--- src/rtl/i2c_slave_status_pkg.sv ---
package i2c_slave_status_pkg;

  localparam int DATA_W    = 16;
  localparam int NUM_FLAGS = 6;

  // bit positions of the status word (software decodes these)
  localparam int BIT_STOP    = 0;
  localparam int BIT_NAK     = 1;
  localparam int BIT_ADDRASY = 2;
  localparam int BIT_MISMTCH = 3;
  localparam int BIT_BUSFREE = 4;
  localparam int BIT_HAZARD  = 5;
  localparam int BIT_SUMMARY = 7;

  typedef struct packed {
    logic [NUM_FLAGS-1:0] setMask;
    logic [NUM_FLAGS-1:0] clrMask;
    logic                 statRd;
  } flagStrobes_t;

endpackage

--- src/rtl/i2c_slave_status_ctrl.sv ---
module i2c_slave_status_ctrl
  import i2c_slave_status_pkg::*;
#(
  parameter int ADDR_W    = 4,
  parameter int STAT_ADDR = 0,
  parameter int TX_ADDR   = 1,
  parameter int RX_ADDR   = 2
) (
  input  logic                clk,
  input  logic                rstN,
  input  logic [ADDR_W-1:0]   regAddr,
  input  logic                regWrEn,
  input  logic [DATA_W-1:0]   regWrData,
  input  logic                regRdEn,
  input  logic                dirRx,
  input  logic                stretchEn,
  input  logic                evTxStart,
  input  logic                evRxDone,
  input  logic                evBusFree,
  input  logic                evMismatch,
  input  logic                evAddrAsync,
  input  logic                evNak,
  input  logic                evStop,
  output flagStrobes_t        strobes,
  output logic                txLoaded,
  output logic                rxUnread
);

  localparam logic [ADDR_W-1:0] STAT_A = ADDR_W'(STAT_ADDR);
  localparam logic [ADDR_W-1:0] TX_A   = ADDR_W'(TX_ADDR);
  localparam logic [ADDR_W-1:0] RX_A   = ADDR_W'(RX_ADDR);

  logic statHit, txHit, rxHit;
  logic statWr, txWr, rxRd;
  logic txUnderflow, rxOverflow;
  logic txLoadedQ, rxUnreadQ;

  assign statHit = (regAddr == STAT_A);
  assign txHit   = (regAddr == TX_A);
  assign rxHit   = (regAddr == RX_A);

  assign statWr  = regWrEn & statHit;
  assign txWr    = regWrEn & txHit;
  assign rxRd    = regRdEn & rxHit;

  // transmit data freshness: a write loads, a start consumes
  always_ff @(posedge clk or negedge rstN) begin
    if (!rstN)          txLoadedQ <= 1'b0;
    else if (txWr)      txLoadedQ <= 1'b1;
    else if (evTxStart) txLoadedQ <= 1'b0;
  end

  // receive data freshness: a new byte marks, a read unmarks
  always_ff @(posedge clk or negedge rstN) begin
    if (!rstN)         rxUnreadQ <= 1'b0;
    else if (evRxDone) rxUnreadQ <= 1'b1;
    else if (rxRd)     rxUnreadQ <= 1'b0;
  end

  assign txUnderflow = evTxStart & ~dirRx & ~stretchEn & ~txLoadedQ;
  assign rxOverflow  = evRxDone  &  dirRx & ~stretchEn &  rxUnreadQ;

  always_comb begin
    strobes = '0;
    strobes.setMask[BIT_HAZARD]  = txUnderflow | rxOverflow;
    strobes.setMask[BIT_BUSFREE] = evBusFree;
    strobes.setMask[BIT_MISMTCH] = evMismatch;
    strobes.setMask[BIT_ADDRASY] = evAddrAsync;
    strobes.setMask[BIT_NAK]     = evNak;
    strobes.setMask[BIT_STOP]    = evStop;
    strobes.clrMask = statWr ? regWrData[NUM_FLAGS-1:0] : '0;
    strobes.statRd  = regRdEn & statHit;
  end

  assign txLoaded = txLoadedQ;
  assign rxUnread = rxUnreadQ;

endmodule

--- src/rtl/i2c_slave_status_dp.sv ---
module i2c_slave_status_dp
  import i2c_slave_status_pkg::*;
(
  input  logic                  clk,
  input  logic                  rstN,
  input  flagStrobes_t          strobes,
  input  logic                  irqEn,
  output logic [NUM_FLAGS-1:0]  flagQ,
  output logic                  summary,
  output logic [DATA_W-1:0]     rdData,
  output logic                  irq
);

  localparam int RSVD_LO = NUM_FLAGS;
  localparam int RSVD_HI = DATA_W - 1;

  logic irqQ;

  generate
    for (genvar i = 0; i < NUM_FLAGS; i++) begin : g_flag
      always_ff @(posedge clk or negedge rstN) begin
        if (!rstN) flagQ[i] <= 1'b0;
        else       flagQ[i] <= strobes.setMask[i] | (flagQ[i] & ~strobes.clrMask[i]);
      end
    end
  endgenerate

  assign summary = |flagQ;

  always_ff @(posedge clk or negedge rstN) begin
    if (!rstN) irqQ <= 1'b0;
    else       irqQ <= irqEn & summary;
  end
  assign irq = irqQ;

  always_comb begin
    rdData = '0;
    if (strobes.statRd) begin
      for (int b = RSVD_LO; b <= RSVD_HI; b++) rdData[b] = 1'b0;
      rdData[NUM_FLAGS-1:0] = flagQ;
      rdData[BIT_SUMMARY]   = summary;
    end
  end

endmodule

--- src/rtl/i2c_slave_status.sv ---
module i2c_slave_status
  import i2c_slave_status_pkg::*;
#(
  parameter int ADDR_W    = 4,
  parameter int STAT_ADDR = 0,
  parameter int TX_ADDR   = 1,
  parameter int RX_ADDR   = 2
) (
  input  logic              clk,
  input  logic              rstN,
  input  logic [ADDR_W-1:0] regAddr,
  input  logic              regWrEn,
  input  logic [15:0]       regWrData,
  input  logic              regRdEn,
  output logic [15:0]       regRdData,
  input  logic              dirRx,
  input  logic              stretchEn,
  input  logic              irqEn,
  input  logic              evTxStart,
  input  logic              evRxDone,
  input  logic              evBusFree,
  input  logic              evMismatch,
  input  logic              evAddrAsync,
  input  logic              evNak,
  input  logic              evStop,
  output logic              irq
);

  flagStrobes_t         strobes;
  logic [NUM_FLAGS-1:0] flagQ;
  logic                 summary;
  logic                 txLoaded, rxUnread;

  i2c_slave_status_ctrl #(
    .ADDR_W(ADDR_W), .STAT_ADDR(STAT_ADDR), .TX_ADDR(TX_ADDR), .RX_ADDR(RX_ADDR)
  ) u_ctrl (
    .clk(clk), .rstN(rstN), .regAddr(regAddr), .regWrEn(regWrEn),
    .regWrData(regWrData), .regRdEn(regRdEn), .dirRx(dirRx), .stretchEn(stretchEn),
    .evTxStart(evTxStart), .evRxDone(evRxDone), .evBusFree(evBusFree),
    .evMismatch(evMismatch), .evAddrAsync(evAddrAsync), .evNak(evNak), .evStop(evStop),
    .strobes(strobes), .txLoaded(txLoaded), .rxUnread(rxUnread)
  );

  i2c_slave_status_dp u_dp (
    .clk(clk), .rstN(rstN), .strobes(strobes), .irqEn(irqEn),
    .flagQ(flagQ), .summary(summary), .rdData(regRdData), .irq(irq)
  );

endmodule

--- config.mk ---
export PLATFORM = sky130hd
export DESIGN_NAME = i2c_slave_status
export DESIGN_NICKNAME = d
export VERILOG_FILES = /design/src/rtl/i2c_slave_status_pkg.sv /design/src/rtl/i2c_slave_status_ctrl.sv /design/src/rtl/i2c_slave_status_dp.sv /design/src/rtl/i2c_slave_status.sv
export SDC_FILE = /design/constraint.sdc
export NUM_CORES = 1
export LEC_CHECK = 0
export CAP_MARGIN = 20
export CORE_UTILIZATION = 35
export DETAILED_ROUTE_END_ITERATION = 16
export GPL_ROUTABILITY_DRIVEN = 0
export GPL_TIMING_DRIVEN = 0
export PLACE_DENSITY = 0.88
export SYNTH_ARGS = -nofsm -noshare
export SYNTH_HDL_FRONTEND = slang
export SYNTH_HIERARCHICAL = 1
export SYNTH_SLANG_ARGS = --single-unit
--- constraint.sdc ---
create_clock -name clk -period 4.3 [get_ports clk]
set_input_delay 1.075 -clock clk [delete_from_list [all_inputs] [get_ports clk]]
set_output_delay 1.075 -clock clk [all_outputs]
set_load 0.02 [all_outputs]
== After elaboration in Yosys (flattened, before gate mapping) ==
Index checks and enable logic that the tools add are counted.

* Output and inout bits: 17
* Logic and storage cells: 54
* Bits in registers: 9

* Bitwise logic cells: 33
* Mux-type cells: 6
* Equal/unequal tests: 2
* Reduce and logical (&&, ||, !) cells: 4

{| class="wikitable"
|+ Operators with widths
! kind !! number
|-
| 1-bit bitwise AND || 17
|-
| 1-bit NOT || 9
|-
| 8-bit two-way mux || 1
|-
| 1-bit bitwise OR || 7
|-
| 6-bit two-way mux || 1
|-
| 6-bit OR reduction || 1
|-
| 4-bit by 1-bit equality test with 1-bit output, second input constant || 1
|-
| 4-bit by 2-bit equality test with 1-bit output, second input constant || 1
|-
| 4-bit zero test || 1
|-
| 1-bit two-way mux || 4
|-
| 2-bit nonzero test || 2
|}

== Longest topological paths before layout ==
Gate-level depths: netlist of the first run.

* Word-level depth: 6
* Gate-level depth with buffers: 5
* Depth with buffers taken out: 4

== Modules after synthesis ==
Netlist of the first run, hierarchy kept.

{| class="wikitable"
|+ By module, submodules not included
! module !! sequential area each (sq um) !! instances !! area each (sq um) !! cells each
|-
| i2c_slave_status_dp || 175.2 || 1 || 387.9 || 40
|-
| i2c_slave_status_ctrl || 50.0 || 1 || 281.5 || 27
|}

== Least setup slack after synthesis of the first run ==
Ideal clock, no wire load.

* Path type: input to output
* Start: input regAddr[3]
* End: output regRdData[7]
* Stages: 3
* Data arrival time: 2268 ps
* Buffers on the path: 0
* Setup slack: 957 ps
* Cell sequence: or3b_2 -> nor3_1 -> a21boi_1

{| class="wikitable"
|+ RTL lines
! item !! RTL line !! source
|-
| start, declared || i2c_slave_status.sv:11 || <nowiki>input logic [ADDR_W-1:0] regAddr,</nowiki>
|-
| end, declared || i2c_slave_status.sv:15 || <nowiki>output logic [15:0] regRdData,</nowiki>
|}

==> results.sh, run 1 <==
export IMPL_status="finished, final reports clean"
export IMPL_path_class="primary input to output pin"
export IMPL_area_growth_pct=50.94
export IMPL_layout_nets=137
export IMPL_first_iter_violations=4
export IMPL_power_leakage_uw=0.0003903
export IMPL_antenna_found_initial=0
export IMPL_std_cell_rows=15
export IMPL_final_util_pct=57.56
export IMPL_fillers=168
export IMPL_die_h_um=45.61
export IMPL_path_buf_inv=2
export IMPL_hold_viol=0
export IMPL_syn_avg_cell_area_um2=10.09
export IMPL_num_antenna_cells=0
export IMPL_yosysWarnings=6
export IMPL_synth_area_um2=665.6
export IMPL_port_buffers=24
export IMPL_cts_htree_levels=1
export IMPL_crit_slowest_cell="clkdlybuf4s50_1"
export IMPL_grt_pass1_wl_mm=2.097
export IMPL_crit_path_start_kind="primary input"
export IMPL_peakVddDrop_v=0.0001404
export IMPL_clockRootBuffer="clkbuf_4"
export IMPL_cts_path_max_buffers=2
export IMPL_post_cts_repair_setup_buffers=0
export IMPL_drv_slew=0
export IMPL_reg2reg_slack_ns=3.18
export IMPL_cp_required_ns=3.22
export IMPL_crit_path_max_fanout=7
export IMPL_drt_total_wl_mm=1.347
export IMPL_p_per_area_mw_per_mm2=206.1
export IMPL_coreArea_mm2=0.001745
export IMPL_critPathCaptureType="output pin"
export IMPL_cp_common_cell="clkdlybuf4s50_1"
export IMPL_die_area_mm2=0.002080
export IMPL_viasPerCell=4.260
export IMPL_finalSetupViolCount=0
export IMPL_dp_hpwl_mm=1.105
export IMPL_first_global_vias=495
export IMPL_arrival_ns=3.05
export IMPL_initial_core_util_pct=38.14
export IMPL_drive_above_1_share_pct=31.37
export IMPL_hold_path_class="register to register"
export IMPL_crit_chain="clkdlybuf4s50_1, or3b_2, nor3_4, a21boi_1, clkdlybuf4s50_1"
export IMPL_power_uw=207.1
export IMPL_max_stage_delay_ns=0.62
export IMPL_cts_buffers=3
export IMPL_clock_latency_ns=0.26
export IMPL_holdWs_ns=0.4996
export IMPL_ant_nets=0
export IMPL_fmax_mhz=242.4
export IMPL_clock_skew_ns=0.001205
export IMPL_drt_first_pass_iters=4
export IMPL_clk_pin_slew_ns=0.06
export IMPL_cts_tree="built"
export IMPL_rsz0062_at_grt="false"
export IMPL_grt_total_usage_pct=14.76
export IMPL_vias=541
export IMPL_min_period_over_period_pct=95.95
export IMPL_clock_sinks=9
export IMPL_maxCapViolCount=0
export IMPL_period_needed_ns=4.126
export IMPL_grt_ovfl_total=0
export IMPL_grt_max_degree=10
export IMPL_post_drt_wl_per_cell_um=10.61
export IMPL_remaining_drc_errors=0
export IMPL_die_x_um=45.61
export IMPL_synth_cells=66
export IMPL_crit_family="buffers and inverters"
export IMPL_postCtsHoldBufs=0
export IMPL_ios=51
==> final timing paths <==
| check | from | endpoint | cells after the start |
|---|---|---|---|
| hold reg to reg | u_dp/flagQ[4] | u_dp/flagQ[4] | 1 |
| max in group asynchronous | rstN | u_dp/flagQ[3] | 1 |
| hold / removal | u_dp/flagQ[4] | u_dp/flagQ[4] | 1 |
| min in group asynchronous | rstN | u_dp/flagQ[0] | 1 |
| setup reg to reg | u_ctrl/txLoaded | u_dp/flagQ[5] | 3 |
| setup / recovery | regRdEn | regRdData[7] | 5 |
==> worst reg2reg max path: stages, from the launching register on <==
cell,delay (ns)
dfrtp_1,0.37
or3b_2,0.43
a21oi_1,0.17
a21o_1,0.09
==> layout by cell type (no fill, tap or decap), types with 3 or more instances in the layout <==
cell type        instances
clkdlybuf4s50_1         24
buf_4                   14
dfrtp_1                  9
conb_1                   9
inv_1                    8
nor4b_2                  6
a21o_1                   6
and2_1                   5
clkbuf_4                 3
==> repair_timing <==
action / 4_1_cts / 5_1_grt
setup endpoints to repair: 7 / 2
hold endpoints to repair: 0 / 0
resized for setup: 1 / 1
gates cloned: 0 / 0
==> sequential cells by signal (all words and copies together), names as in the netlist <==
register         cells
u_dp/irq             1
u_ctrl/rxUnread      1
u_ctrl/txLoaded      1
u_dp/flagQ           6
==> cell type report <==
type                            instances  area (µm²)  area share (%)
Clock buffer                            4       26.28           2.615
Multi-Input combinational cell         40       325.3           32.38
Inverter                                8       30.03           2.989
Buffer                                 17       126.4           12.58
Timing Repair Buffer                   24       240.2           23.91
Sequential cell                         9       225.2           22.42
Tap cell                               25       31.28           3.113
==> report_power, final <==
part	internal (µW)	switching (µW)	leakage, µW
Clock	35.8	29.6	0.0000150
Combinational	30.6	22.9	0.000288
Sequential	86.9	1.34	0.0000877
==> metal layers <==
metal / track usage (%) / up-vias / share of wire [%]
met5: 0 / - / 0
met4: 7.273 / 0 / 1.4
met3: 6.746 / 5 / 12
met2: 24.00 / 34 / 49
met1: 16.09 / 231 / 37
li1: - / 271 / -
==> through the flow <==
stage,TNS (ns),std cells,worst slack [ns],instance area (µm²)
global route,0,127,0.09036,1005
global placement,-0.4768,123,-0.09825,967.2
detailed placement,-0.3711,123,-0.08365,967.2
floorplan,0,74,0.9572,695.7
CTS,0,127,0.09941,998.5
finish,0,127,0.1744,1005
Note: power is estimated with default switching activity, not from simulation.
==> run 2: changes to the inputs <==
--- a/config.mk
+++ b/config.mk
@@ -6,11 +6,13 @@
 export NUM_CORES = 1
 export LEC_CHECK = 0
 export CAP_MARGIN = 20
-export CORE_UTILIZATION = 35
+export CELL_PAD_IN_SITES_DETAIL_PLACEMENT = 0
+export CELL_PAD_IN_SITES_GLOBAL_PLACEMENT = 1
+export CORE_UTILIZATION = 24
 export DETAILED_ROUTE_END_ITERATION = 16
 export GPL_ROUTABILITY_DRIVEN = 0
 export GPL_TIMING_DRIVEN = 0
-export PLACE_DENSITY = 0.88
+export PLACE_DENSITY = 0.87
 export SYNTH_ARGS = -nofsm -noshare
 export SYNTH_HDL_FRONTEND = slang
 export SYNTH_HIERARCHICAL = 1
==> run 2 against run 1 <==
  * Register-to-register slack got worse by 0.02 ns
  * Fmax fell by 0.14%
  * Design area is 0.62% higher
  * Via count grew 0.92%
  * Total power fell by 0.36%
  * First-iteration DRC count is 50% lower
  * Sequential share of layout area decreased by 0.14 points
  * Non-clock buffer count unchanged
  * Clock power fell by 0.6%
  * Critical path type unchanged
  * Largest power group unchanged
==> results.sh, run 2 (synthesized netlist as in run 1, its figures left out) <==
export IMPL_first_iter_violations=2
export IMPL_internal_power_uw=153.2
export IMPL_num_antenna_cells=0
export IMPL_area_growth_pct=51.88
export IMPL_peakVddDrop_v=0.0001387
export IMPL_placedCellCount=128
export IMPL_p_sw_share_pct=25.77
export IMPL_combPwrFrac_pct=25.8
export IMPL_grt_max_degree=10
export IMPL_clk_pin_slew_ns=0.06
export IMPL_p_sw_uw=53.18
export IMPL_clock_sinks=9
export IMPL_p_clk_share_pct=31.5
export IMPL_register_area_um2=225.2
export IMPL_drt_total_wl_mm=1.299
export IMPL_grt_total_usage_pct=10.73
export IMPL_cp_required_ns=3.22
export IMPL_fillers=271
export IMPL_dp_hpwl_mm=1.064
export IMPL_die_h_um=54.67
export IMPL_final_util_pct=39.72
export IMPL_setup_tns_ns=0
export IMPL_antenna_found_initial=0
export IMPL_remaining_drc_errors=0
export IMPL_multi_input_area_um2=325.3
export IMPL_power_uw=206.4
export IMPL_largest_register="u_dp/flagQ"
export IMPL_cts_htree_levels=1
export IMPL_period_needed_ns=4.131
export IMPL_std_cell_rows=18
export IMPL_pre_cts_ws_ns=-0.1346
export IMPL_cts_tree="built"
export IMPL_power_leakage_uw=0.0003903
export IMPL_arrival_ns=3.06
export IMPL_die_area_mm2=0.002988
export IMPL_coreArea_mm2=0.002545
export IMPL_crit_path_max_fanout=7
export IMPL_p_per_area_mw_per_mm2=204.1
export IMPL_grt_pass1_wl_mm=2.221
export IMPL_min_period_over_period_pct=96.08
export IMPL_ant_nets=0
export IMPL_drt_first_pass_iters=4
export IMPL_drv_slew=0
export IMPL_pwr_share_seq_pct=42.7
export IMPL_critPathCaptureType="output pin"
export IMPL_rsz0062_at_grt="false"
export IMPL_hold_path_class="register to register"
export IMPL_hold_viol=0
export IMPL_fmax_mhz=242.0
export IMPL_postCtsHoldBufs=0
export IMPL_die_x_um=54.67
export IMPL_grt_ovfl_total=0
export IMPL_cts_buffers=3
export IMPL_post_drt_wl_per_cell_um=9.841
export IMPL_mostFrequentLayoutCells="clkdlybuf4s50_1 (24), buf_4 (14), dfrtp_1 (9), conb_1 (9), inv_1 (8)"
export IMPL_status="finished, final reports clean"
export IMPL_ios=51
export IMPL_fin_cells=132
export IMPL_path_class="primary input to output pin"
export IMPL_vias=546
export IMPL_clock_latency_ns=0.26
export IMPL_setup_ws_ns=0.1686
export IMPL_layout_nets=137
export IMPL_cts_path_max_buffers=2
export IMPL_largest_register_ffs=6
export IMPL_maxCapViolCount=0
export IMPL_port_buffers=24
export IMPL_post_cts_repair_setup_buffers=0
export IMPL_first_global_vias=516
export IMPL_initial_core_util_pct=26.16
export IMPL_finalSetupViolCount=0
export IMPL_clock_skew_ns=0.001073
export IMPL_crit_path_start_kind="primary input"
export IMPL_layout_commonest_cell="clkdlybuf4s50_1"
export IMPL_drive_above_1_share_pct=31.37
export IMPL_viasPerCell=4.136
export IMPL_clockRootBuffer="clkbuf_4"
==> run 2: cell counts in the layout (fill, tap and decap cells not counted) <==
Identical to the previous run, type by type.
==> run 2: routing by layer <==
| metal | track usage, % | up-vias | part of all wire (%) | wire (µm) |
|---|---|---|---|---|
| li1 | - | 271 | - | - |
| met1 | 12.29 | 247 | 41 | 536 |
| met2 | 17.27 | 28 | 47 | 614 |
| met3 | 5.833 | 0 | 11 | 149 |
| met4 | 2.564 | 0 | 0 | 0 |
| met5 | 0 | - | 0 | 0 |
==> run 2: final timing paths <==
check / start / to / slack (ns) / cells past startpoint
max in group asynchronous: rstN / u_dp/irq / 2.88 / 1
min in group asynchronous: rstN / u_ctrl/txLoaded / 1.12 / 1
hold reg to reg: u_dp/flagQ[4] / u_dp/flagQ[4] / 0.50 / 1
hold / removal: u_dp/flagQ[4] / u_dp/flagQ[4] / 0.50 / 1
setup / recovery: regRdEn / regRdData[7] / 0.17 / 5
setup reg to reg: u_ctrl/txLoaded / u_dp/flagQ[5] / 3.16 / 3
==> run 2: power by group through the flow <==
stage | Clock (µW) | Combinational [µW] | Sequential (µW)
finish | 64.9 | 53.3 | 88.2
CTS | 67.6 | 53.0 | 88.2
detailed placement | 0 | 52.6 | 89.8
global placement | 0 | 52.2 | 89.6
global route | 71.9 | 58.1 | 88.5
floorplan | 0 | 30.5 | 90.1
==> run 2: worst max-delay path, cell delays in order <==
cell and delay (ns):
clkdlybuf4s50_1 0.44, or3b_2 0.48, nor3_4 0.24, a21boi_1 0.20, clkdlybuf4s50_1 0.61
==> run 2: cell type report <==
| type | instances | area share (%) |
|---|---|---|
| Multi-Input combinational cell | 40 | 32.18 |
| Inverter | 8 | 2.970 |
| Clock buffer | 4 | 2.599 |
| Tap cell | 30 | 3.713 |
| Sequential cell | 9 | 22.28 |
| Buffer | 17 | 12.50 |
| Timing Repair Buffer | 24 | 23.76 |
==> run 2: repair_timing <==
item,in CTS,in global routing
gates resized for setup,1,1
setup endpoints to repair,7,2
gates cloned,0,0
==> run 2: per-stage QoR <==
step	cell area, µm²	hold WS (ns)
6_report	1011	0.4953
5_1_grt	1011	0.5152
4_1_cts	1005	0.4994
3_5_place_dp	973.4	0.4858
3_3_place_gp	973.4	0.4792
2_1_floorplan	695.7	0.4644
==> run 3: changes to the inputs <==
--- a/config.mk
+++ b/config.mk
@@ -12,7 +12,7 @@
 export DETAILED_ROUTE_END_ITERATION = 16
 export GPL_ROUTABILITY_DRIVEN = 0
 export GPL_TIMING_DRIVEN = 0
-export PLACE_DENSITY = 0.87
+export PLACE_DENSITY = 0.8
 export SYNTH_ARGS = -nofsm -noshare
 export SYNTH_HDL_FRONTEND = slang
 export SYNTH_HIERARCHICAL = 1
==> run 3 against run 2 <==
  * Non-clock buffer count did not move
  * Total power about the same
  * Die area did not move
  * Global-route usage grew 0.57 points
  * Fmax down 0.14%
  * Worst setup slack lost 0.0058 ns
  * Worst hold slack improved by 0.0013 ns
  * Cell count unchanged
  * First-iteration DRC count did not move
  * Critical endpoint unchanged
  * Sequential share of layout area is the same
  * Flip-flop and latch count unchanged
==> results.sh, run 3 (synthesized netlist as in run 1, its figures left out) <==
export IMPL_status="finished, final reports clean"
export IMPL_drv_slew=0
export IMPL_hold_start="u_dp/flagQ[4]"
export IMPL_largest_register_ffs=6
export IMPL_mostFrequentLayoutCells="clkdlybuf4s50_1 (24), buf_4 (14), dfrtp_1 (9), conb_1 (9), inv_1 (8)"
export IMPL_grt_ovfl_total=0
export IMPL_drt_first_pass_iters=2
export IMPL_std_cell_rows=18
export IMPL_peakVddDrop_v=0.00009236
export IMPL_hold_viol=0
export IMPL_path_class="primary input to output pin"
export IMPL_grt_pass1_wl_mm=2.318
export IMPL_clock_skew_ns=0.001714
export IMPL_cts_tree="built"
export IMPL_p_per_area_mw_per_mm2=203.9
export IMPL_remaining_drc_errors=0
export IMPL_cts_htree_levels=1
export IMPL_num_antenna_cells=0
export IMPL_setup_tns_ns=0
export IMPL_largest_register="u_dp/flagQ"
export IMPL_setup_ws_ns=0.1627
export IMPL_critPathCaptureType="output pin"
export IMPL_coreArea_mm2=0.002545
export IMPL_period_needed_ns=4.137
export IMPL_fmax_mhz=241.7
export IMPL_grt_max_degree=10
export IMPL_post_drt_wl_per_cell_um=10.50
export IMPL_arrival_ns=3.06
export IMPL_initial_core_util_pct=26.16
export IMPL_crit_path_start_kind="primary input"
export IMPL_final_util_pct=39.72
export IMPL_hold_path_class="register to register"
export IMPL_clock_latency_ns=0.25
export IMPL_viasPerCell=4.098
export IMPL_timing_rr_start="u_ctrl/txLoaded"
export IMPL_antenna_found_initial=0
export IMPL_clk_pin_slew_ns=0.06
export IMPL_critPathLaunch="regRdEn"
export IMPL_ant_nets=0
export IMPL_clock_sinks=9
export IMPL_post_cts_repair_setup_buffers=0
export IMPL_grt_total_usage_pct=11.30
export IMPL_drive_above_1_share_pct=31.37
export IMPL_area_growth_pct=51.88
export IMPL_power_uw=206.2
export IMPL_port_buffers=24
export IMPL_dp_hpwl_mm=1.153
export IMPL_maxCapViolCount=0
export IMPL_rsz0062_at_grt="false"
export IMPL_cts_buffers=3
export IMPL_cts_path_max_buffers=2
export IMPL_drt_total_wl_mm=1.386
export IMPL_finalSetupViolCount=0
export IMPL_power_leakage_uw=0.0003903
export IMPL_first_iter_violations=2
export IMPL_ios=51
export IMPL_reg2reg_slack_ns=3.15
export IMPL_layout_commonest_cell="clkdlybuf4s50_1"
export IMPL_clockRootBuffer="clkbuf_4"
export IMPL_first_global_vias=550
export IMPL_layout_nets=137
export IMPL_vias=541
export IMPL_cp_required_ns=3.22
export IMPL_crit_path_max_fanout=7
export IMPL_die_x_um=54.67
export IMPL_die_h_um=54.67
export IMPL_pre_cts_ws_ns=-0.1710
export IMPL_die_area_mm2=0.002988
export IMPL_min_period_over_period_pct=96.22
export IMPL_fillers=279
==> run 3: cell counts in the layout (fill, tap and decap cells not counted) <==
Identical to the previous run, type by type.
==> run 3: worst paths after layout <==
kind,depth (start not counted),end
setup / recovery,5,regRdData[7]
hold / removal,1,u_dp/flagQ[4]
setup reg to reg,3,u_dp/flagQ[5]
hold reg to reg,1,u_dp/flagQ[4]
max in group asynchronous,1,u_ctrl/rxUnread
min in group asynchronous,1,u_dp/flagQ[0]
==> run 3: power breakdown <==
| part | internal (µW) | leakage, µW | switching [µW] |
|---|---|---|---|
| logic | 30.6 | 0.000288 | 23.2 |
| clock network | 35.7 | 0.0000150 | 28.5 |
| registers | 86.8 | 0.0000877 | 1.28 |
| total | 153 | 0.000390 | 53.0 |
==> run 3: layout make-up <==
| cell class | count | area (µm²) | area share, % |
|---|---|---|---|
| multi-input combinational | 40 | 325.3 | 32.18 |
| timing repair buffer | 24 | 240.2 | 23.76 |
| sequential | 9 | 225.2 | 22.28 |
| buffer | 17 | 126.4 | 12.50 |
| tap | 30 | 37.54 | 3.713 |
| inverter | 8 | 30.03 | 2.970 |
| clock buffer | 4 | 26.28 | 2.599 |
==> run 3: critical path, stage by stage <==
cell	delay, ns
clkdlybuf4s50_1	0.44
or3b_2	0.49
nor3_4	0.23
a21boi_1	0.20
clkdlybuf4s50_1	0.62
==> run 3: stage by stage <==
step | hold slack [ns] | instance area (µm²) | std cells
finish | 0.4966 | 1011 | 132
global route | 0.5176 | 1011 | 132
CTS | 0.5006 | 1005 | 132
detailed placement | 0.4864 | 973.4 | 128
global placement | 0.4804 | 973.4 | 128
floorplan | 0.4644 | 695.7 | 74
==> run 3: layer usage <==
| layer | vias up | routed length (µm) | GRT usage [%] |
|---|---|---|---|
| met5 | - | 0 | 0 |
| met4 | 0 | 0 | 6.410 |
| met3 | 0 | 162 | 3.333 |
| met2 | 27 | 674 | 18.88 |
| met1 | 243 | 549 | 12.60 |
| li1 | 271 | - | - |
==> run 3: timing repair <==
| item | in CTS | in global routing |
|---|---|---|
| hold buffers | 0 | 0 |
| resized for setup | 1 | 1 |
| pin swaps | 0 | 0 |
| setup endpoints to repair | 7 | 4 |
